<file path="config.mk">
export PLATFORM = sky130hd
export DESIGN_NAME = clk_ratio_div
export DESIGN_NICKNAME = d
export VERILOG_FILES = /design/src/rtl/clk_ratio_pkg.sv /design/src/rtl/ratio_div.sv /design/src/rtl/ratio_datapath.sv /design/src/rtl/ratio_ctrl.sv /design/src/rtl/clk_ratio_div.sv
export SDC_FILE = /design/constraint.sdc
export NUM_CORES = 1
export LEC_CHECK = 0
export CELL_PAD_IN_SITES_DETAIL_PLACEMENT = 1
export CELL_PAD_IN_SITES_GLOBAL_PLACEMENT = 2
export CORE_MARGIN = 2
export CORE_UTILIZATION = 36
export CTS_CLUSTER_DIAMETER = 30
export DETAILED_ROUTE_END_ITERATION = 7
export DONT_BUFFER_PORTS = 1
export PLACE_DENSITY = 0.71
export SYNTH_ARGS = -nofsm -noshare
export SYNTH_HDL_FRONTEND = slang
export SYNTH_SLANG_ARGS = --single-unit
</file>
<file path="constraint.sdc">
create_clock -name clk -period 1.6 [get_ports clk]
set_input_delay 0 -clock clk [delete_from_list [all_inputs] [get_ports clk]]
set_output_delay 0 -clock clk [all_outputs]
set_load 0.005 [all_outputs]
</file>
<file path="src/rtl/clk_ratio_pkg.sv">
package clk_ratio_pkg;
  localparam int SYS_W   = 4;
  localparam int CORE_CW = 2;
  localparam int CORE_RW = 2 ** CORE_CW;
  localparam int ADDR_W  = 2;
  localparam int DATA_W  = SYS_W + CORE_CW;

  localparam logic [ADDR_W-1:0] ADDR_DIV   = 2'd0;
  localparam logic [ADDR_W-1:0] ADDR_STAT  = 2'd1;
  localparam logic [ADDR_W-1:0] ADDR_LIMIT = 2'd2;

  // Pending ratios handed from control to datapath
  typedef struct packed {
    logic [SYS_W-1:0]   sysRatio;
    logic [CORE_RW-1:0] coreRatio;
  } ratio_cfg_t;

  function automatic logic [CORE_RW-1:0] coreDecode(input logic [CORE_CW-1:0] code);
    logic [CORE_RW-1:0] one;
    one = {{(CORE_RW-1){1'b0}}, 1'b1};
    return one << code;
  endfunction

  function automatic logic [CORE_CW-1:0] coreEncode(input logic [CORE_RW-1:0] ratio);
    logic [CORE_CW-1:0] enc;
    enc = '0;
    for (int i = 0; i < CORE_RW; i++) begin
      if (ratio == coreDecode(CORE_CW'(i))) enc = CORE_CW'(i);
    end
    return enc;
  endfunction
endpackage

</file>
<file path="src/rtl/ratio_div.sv">
module ratio_div #(
  parameter int W = 4
) (
  input  logic         clk,
  input  logic         rstN,
  input  logic [W-1:0] nextRatio,
  output logic         tick,
  output logic [W-1:0] activeRatio
);
  logic [W-1:0] cnt;
  logic [W-1:0] sinceLast;

  assign tick = (cnt == '0);

  always_ff @(posedge clk or negedge rstN) begin
    if (!rstN) begin
      cnt         <= '0;
      activeRatio <= W'(1);
    end else if (tick) begin
      cnt         <= nextRatio - W'(1);
      activeRatio <= nextRatio;
    end else begin
      cnt <= cnt - W'(1);
    end
  end

  // Cycles elapsed since the previous pulse, kept for the spacing check
  always_ff @(posedge clk or negedge rstN) begin
    if (!rstN)     sinceLast <= W'(1);
    else if (tick) sinceLast <= W'(1);
    else           sinceLast <= sinceLast + W'(1);
  end

  AST_GAP_MATCH: assert property (@(posedge clk) disable iff (!rstN)
    tick |-> sinceLast == activeRatio);

  AST_HOLD_MIDPERIOD: assert property (@(posedge clk) disable iff (!rstN)
    !tick |=> $stable(activeRatio));
endmodule

</file>
<file path="src/rtl/ratio_datapath.sv">
module ratio_datapath
  import clk_ratio_pkg::*;
(
  input  logic               clk,
  input  logic               rstN,
  input  ratio_cfg_t         cfg,
  output logic               sysTick,
  output logic               coreTick,
  output logic [SYS_W-1:0]   activeSys,
  output logic [CORE_RW-1:0] activeCore
);
  ratio_div #(.W(SYS_W)) i_sysDiv (
    .clk         (clk),
    .rstN        (rstN),
    .nextRatio   (cfg.sysRatio),
    .tick        (sysTick),
    .activeRatio (activeSys)
  );

  ratio_div #(.W(CORE_RW)) i_coreDiv (
    .clk         (clk),
    .rstN        (rstN),
    .nextRatio   (cfg.coreRatio),
    .tick        (coreTick),
    .activeRatio (activeCore)
  );
endmodule

</file>
<file path="src/rtl/ratio_ctrl.sv">
module ratio_ctrl
  import clk_ratio_pkg::*;
(
  input  logic               clk,
  input  logic               rstN,
  input  logic               wrEn,
  input  logic [ADDR_W-1:0]  wrAddr,
  input  logic [DATA_W-1:0]  wrData,
  input  logic [ADDR_W-1:0]  rdAddr,
  output logic [DATA_W-1:0]  rdData,
  input  logic [SYS_W-1:0]   activeSys,
  input  logic [CORE_RW-1:0] activeCore,
  output ratio_cfg_t         cfg,
  output logic               errSticky,
  output logic               overLimit
);
  logic [SYS_W-1:0]   pendSys;
  logic [CORE_CW-1:0] pendCore;
  logic [SYS_W-1:0]   limitReg;
  logic               divWrite;
  logic               sysZero;

  assign divWrite = wrEn && (wrAddr == ADDR_DIV);
  assign sysZero  = (wrData[SYS_W-1:0] == '0);

  always_ff @(posedge clk or negedge rstN) begin
    if (!rstN) begin
      pendSys   <= SYS_W'(1);
      pendCore  <= '0;
      limitReg  <= SYS_W'(1);
      errSticky <= 1'b0;
    end else if (wrEn) begin
      case (wrAddr)
        ADDR_DIV: begin
          pendCore <= wrData[SYS_W +: CORE_CW];
          if (sysZero) errSticky <= 1'b1;
          else         pendSys   <= wrData[SYS_W-1:0];
        end
        ADDR_STAT:  if (wrData[0]) errSticky <= 1'b0;
        ADDR_LIMIT: limitReg <= wrData[SYS_W-1:0];
        default: ;
      endcase
    end
  end

  assign cfg.sysRatio  = pendSys;
  assign cfg.coreRatio = coreDecode(pendCore);
  assign overLimit     = (activeSys < limitReg);

  always_comb begin
    rdData = '0;
    case (rdAddr)
      ADDR_DIV: begin
        rdData[SYS_W-1:0]       = activeSys;
        rdData[SYS_W +: CORE_CW] = coreEncode(activeCore);
      end
      ADDR_STAT: begin
        rdData[0] = errSticky;
        rdData[1] = overLimit;
      end
      ADDR_LIMIT: rdData[SYS_W-1:0] = limitReg;
      default: ;
    endcase
  end

  AST_ZERO_REJECT: assert property (@(posedge clk) disable iff (!rstN)
    divWrite && sysZero |=> errSticky && $stable(pendSys));

  AST_PEND_LEGAL: assert property (@(posedge clk) disable iff (!rstN)
    pendSys != '0);

  AST_ERR_CLEAR: assert property (@(posedge clk) disable iff (!rstN)
    wrEn && wrAddr == ADDR_STAT && wrData[0] |=> !errSticky);
endmodule

</file>
<file path="src/rtl/clk_ratio_div.sv">
module clk_ratio_div
  import clk_ratio_pkg::*;
(
  input  logic              clk,
  input  logic              rstN,
  input  logic              wrEn,
  input  logic [ADDR_W-1:0] wrAddr,
  input  logic [DATA_W-1:0] wrData,
  input  logic [ADDR_W-1:0] rdAddr,
  output logic [DATA_W-1:0] rdData,
  output logic              coreTick,
  output logic              sysTick,
  output logic              errFlag,
  output logic              overLimit
);
  ratio_cfg_t         cfg;
  logic [SYS_W-1:0]   activeSys;
  logic [CORE_RW-1:0] activeCore;

  ratio_ctrl i_ctrl (
    .clk        (clk),
    .rstN       (rstN),
    .wrEn       (wrEn),
    .wrAddr     (wrAddr),
    .wrData     (wrData),
    .rdAddr     (rdAddr),
    .rdData     (rdData),
    .activeSys  (activeSys),
    .activeCore (activeCore),
    .cfg        (cfg),
    .errSticky  (errFlag),
    .overLimit  (overLimit)
  );

  ratio_datapath i_dp (
    .clk        (clk),
    .rstN       (rstN),
    .cfg        (cfg),
    .sysTick    (sysTick),
    .coreTick   (coreTick),
    .activeSys  (activeSys),
    .activeCore (activeCore)
  );
endmodule

</file>
==> reports/results.ini <==
[outcome]
outcome = finished, violations left
violations = negative setup slack

[routing]
wl_per_cell_um = 17.4
vias = 957
drt-pass1-iter-count = 4
via_per_inst = 5.20
first_iter_violations = 24
finalWirelength_mm = 3.21
drc = 0
antenna_left = 0

[placed_design]
dpl.cell_count = 160
routabilityCongestion = 0.741
portBuffers = 0
dp_hpwl_mm = 2.19
dp_slack_ps = -41.6
placed_area_um2 = 1420

[floorplan]
die_w_um = 64.6
ioPinCount = 23
initial_core_util_pct = 38.6
rows = 21
core_area_um2 = 3420
dieArea_um2 = 4170
die_h_um = 64.6

[synthesis]
synth_top_family_by_area = simple AND/OR/NAND/NOR gates
synth_seq_cells = 27
async_flop_share_pct = 100
synthSimpleGateAreaFrac_pct = 13.6
synth-seq-area-share_pct = 51.6
synth.distinct_cells = 36
avgSynthCellArea_um2 = 12.0
yosys_warnings = 0
synth_fp_nets = 128
postSynthCellCount = 110
yosys-mux-area-fraction_pct = 12.4
synth_fa_ha_area_share_pct = 4.74
syn_area_um2 = 1320
ys_dominant_reg_cell = dfrtp_1
synthTopCellsByArea = dfrtp_1 44%, mux2_2 9.4%, dfstp_2 8.0%
synth_top_area_share_pct = 43.6
synth_area_leader_cell = dfrtp_1
synth_compound_area_share_pct = 10.5
synth-edff-count = 0
synth_xor_area_share_pct = 3.32

[clock_tree]
root_buffer = clkbuf_4
cts_made_buffers = 3
cts.reportedPaths.clkPinSlew_ps = 140
cts_max_level = 1
cts_sinks = 27
cts_tree = built
clockBufferDepth = 2
worstSkewPairLatency_ps = 320

[timing]
holdWs_ps = 24.6
fin_crit_ps = 1670
hold_viol_final = 0
max_slew_margin_pct = 71.5
max_freq_mhz = 597
rsz0062_at_grt = yes
slew_violations = 0
finalSetupViolations = 3
skew_ps = 5.56
finalSetupTns_ps = -135
tightestPinTransition_ps = 425
timing.final.ws_setup_ps = -74.2
finalCritPeriodShare_pct = 105

[power]
power.density_nw_per_um2 = 1490
peakVddDrop_mv = 0.586
power_leakage_nw = 0.747

[global_routing]
grt_max_degree = 28
grt_pass1_wl_mm = 5.49
grt_overflow = 0
grt_pass1_vias = 1059
grt_use_total_pct = 17.5
grt_antenna_before_repair = 0

[job]
maxCapViolCount = 0

[setup_path]
path_max_fanout = 3
worst_setup_path_start_kind = register
reg2reg_depth = 5
cp.arrival_ps = 1910
critPathKind = register to register
cp_data_required_time_ps = 1830
end_kind = register

[cells_and_area]
area_growth_pct = 27.3
layout-drive-gt1-share_pct = 34.1
design_area_um2 = 1680
antennaDiodeCount = 0
nets = 157
stdcell_count = 184

[hold_path]
min_path_type = input pin to register
whs_path_depth = 2

-- worst max-delay path, stage by stage (launching register included) --
cell and delay [ps]:
dfrtp_1 410, or4_4 590, nor3_4 180, nor2_2 70, ha_1 200, xnor2_1 120
-- layer usage --
layer	vias up	share of wire, %	GRT usage, %
met2	22	49	29.2
met5	-	0	0
met4	0	1.6	6.38
li1	455	-	-
met1	475	45	23.0
met3	5	4.5	2.78
-- repair_timing --
item,CTS,global route
resized for setup,6,4
cloned,0,0
hold buffers,12,0
pin swaps,1,2
endpoints found under the hold margin,38,0
setup buffers,5,3
setup endpoints to repair,4,5
-- state kept, by name (all words and copies together) (netlist names) --
register / flops
i_dp.i_coreDiv.activeRatio: 4
i_ctrl.pendCore: 2
i_dp.i_coreDiv.cnt: 4
i_ctrl.errSticky: 1
i_ctrl.limitReg: 4
i_dp.i_sysDiv.activeRatio: 4
i_ctrl.pendSys: 4
i_dp.i_sysDiv.cnt: 4
-- synthesized netlist by cell type, drive strengths merged, types with 2 or more instances --
cell type and number:
dfstp 4, o21ai 2, xnor2 4, mux2i 4, inv 8, o31a 2, nand3b 3, nand2 5
a21o 3, a211oi 2, nor3 4, a21oi 4, mux2 11, ha 5, a31oi 2, nor2 6
nor3b 2, dfrtp 23, a22o 3, nor4 2
-- kinds of logic (layout without fill, tap and decap cells) --
family | count (synthesis) | after routing
XOR/XNOR | 5 | 5
adder cells (fa/ha/maj) | 5 | 5
multiplexers | 15 | 15
flip-flops | 27 | 27
AO/OA/AOI/OAI | 20 | 20
AND/OR/NAND/NOR | 28 | 28
buffers and inverters | 10 | 38
-- worst paths after layout --
path | start | to | slack (ps)
min reg2reg | i_dp.i_coreDiv.activeRatio[0]$_DFFE_PN1N_ | i_dp.i_coreDiv.activeRatio[0]$_DFFE_PN1N_ | 520
max | i_dp.i_coreDiv.cnt[3]$_DFF_PN0_ | i_dp.i_coreDiv.cnt[2]$_DFF_PN0_ | -70
max reg2reg | i_dp.i_coreDiv.cnt[3]$_DFF_PN0_ | i_dp.i_coreDiv.cnt[2]$_DFF_PN0_ | -70
max in group asynchronous | rstN | i_dp.i_sysDiv.activeRatio[0]$_DFFE_PN1N_ | 1260
min | wrEn | i_ctrl.pendCore[0]$_DFFE_PN0P_ | 20
min in group asynchronous | rstN | i_ctrl.pendCore[0]$_DFFE_PN0P_ | 100
-- cell usage in the layout, fill, tap and decap left out, types with 2 or more instances in the layout --
cell type and instances:
a211oi_2 2, a21o_1 3, a21oi_1 3, a22o_1 3, a31oi_1 2, buf_4 12
buf_6 2, clkbuf_4 3, dfrtp_1 23, dfstp_2 4, dlygate4sd3_1 11, ha_1 4
inv_1 6, mux2_2 11, mux2i_1 4, nand2_1 5, nand3b_1 3, nor2_1 4
nor3_1 3, o21ai_0 2, xnor2_1 4
-- final cells by class --
class,count,area (um2)
Fill cell,375,1740
Sequential cell,27,681
Multi-Input combinational cell,73,638
Timing Repair Buffer,26,243
Tap cell,46,57.6
Inverter,8,35.0
Clock buffer,4,26.3
-- metrics by stage --
stage	power (mW)	utilization, %
final	2.50	49.2
after detailed placement	1.99	41.5
after global placement	1.91	41.5
after CTS	2.46	47.9
after floorplan	1.75	-
after global routing	2.72	49.2
-- report_power, final --
part / total, mW / leakage, nW / switching [mW] / internal, mW
Sequential: 1.17 / 0.324 / 0.243 / 0.932
Clock: 0.296 / 0.0150 / 0.198 / 0.0977
Combinational: 1.03 / 0.408 / 0.451 / 0.577
Note: power is estimated with default switching activity, not from simulation.
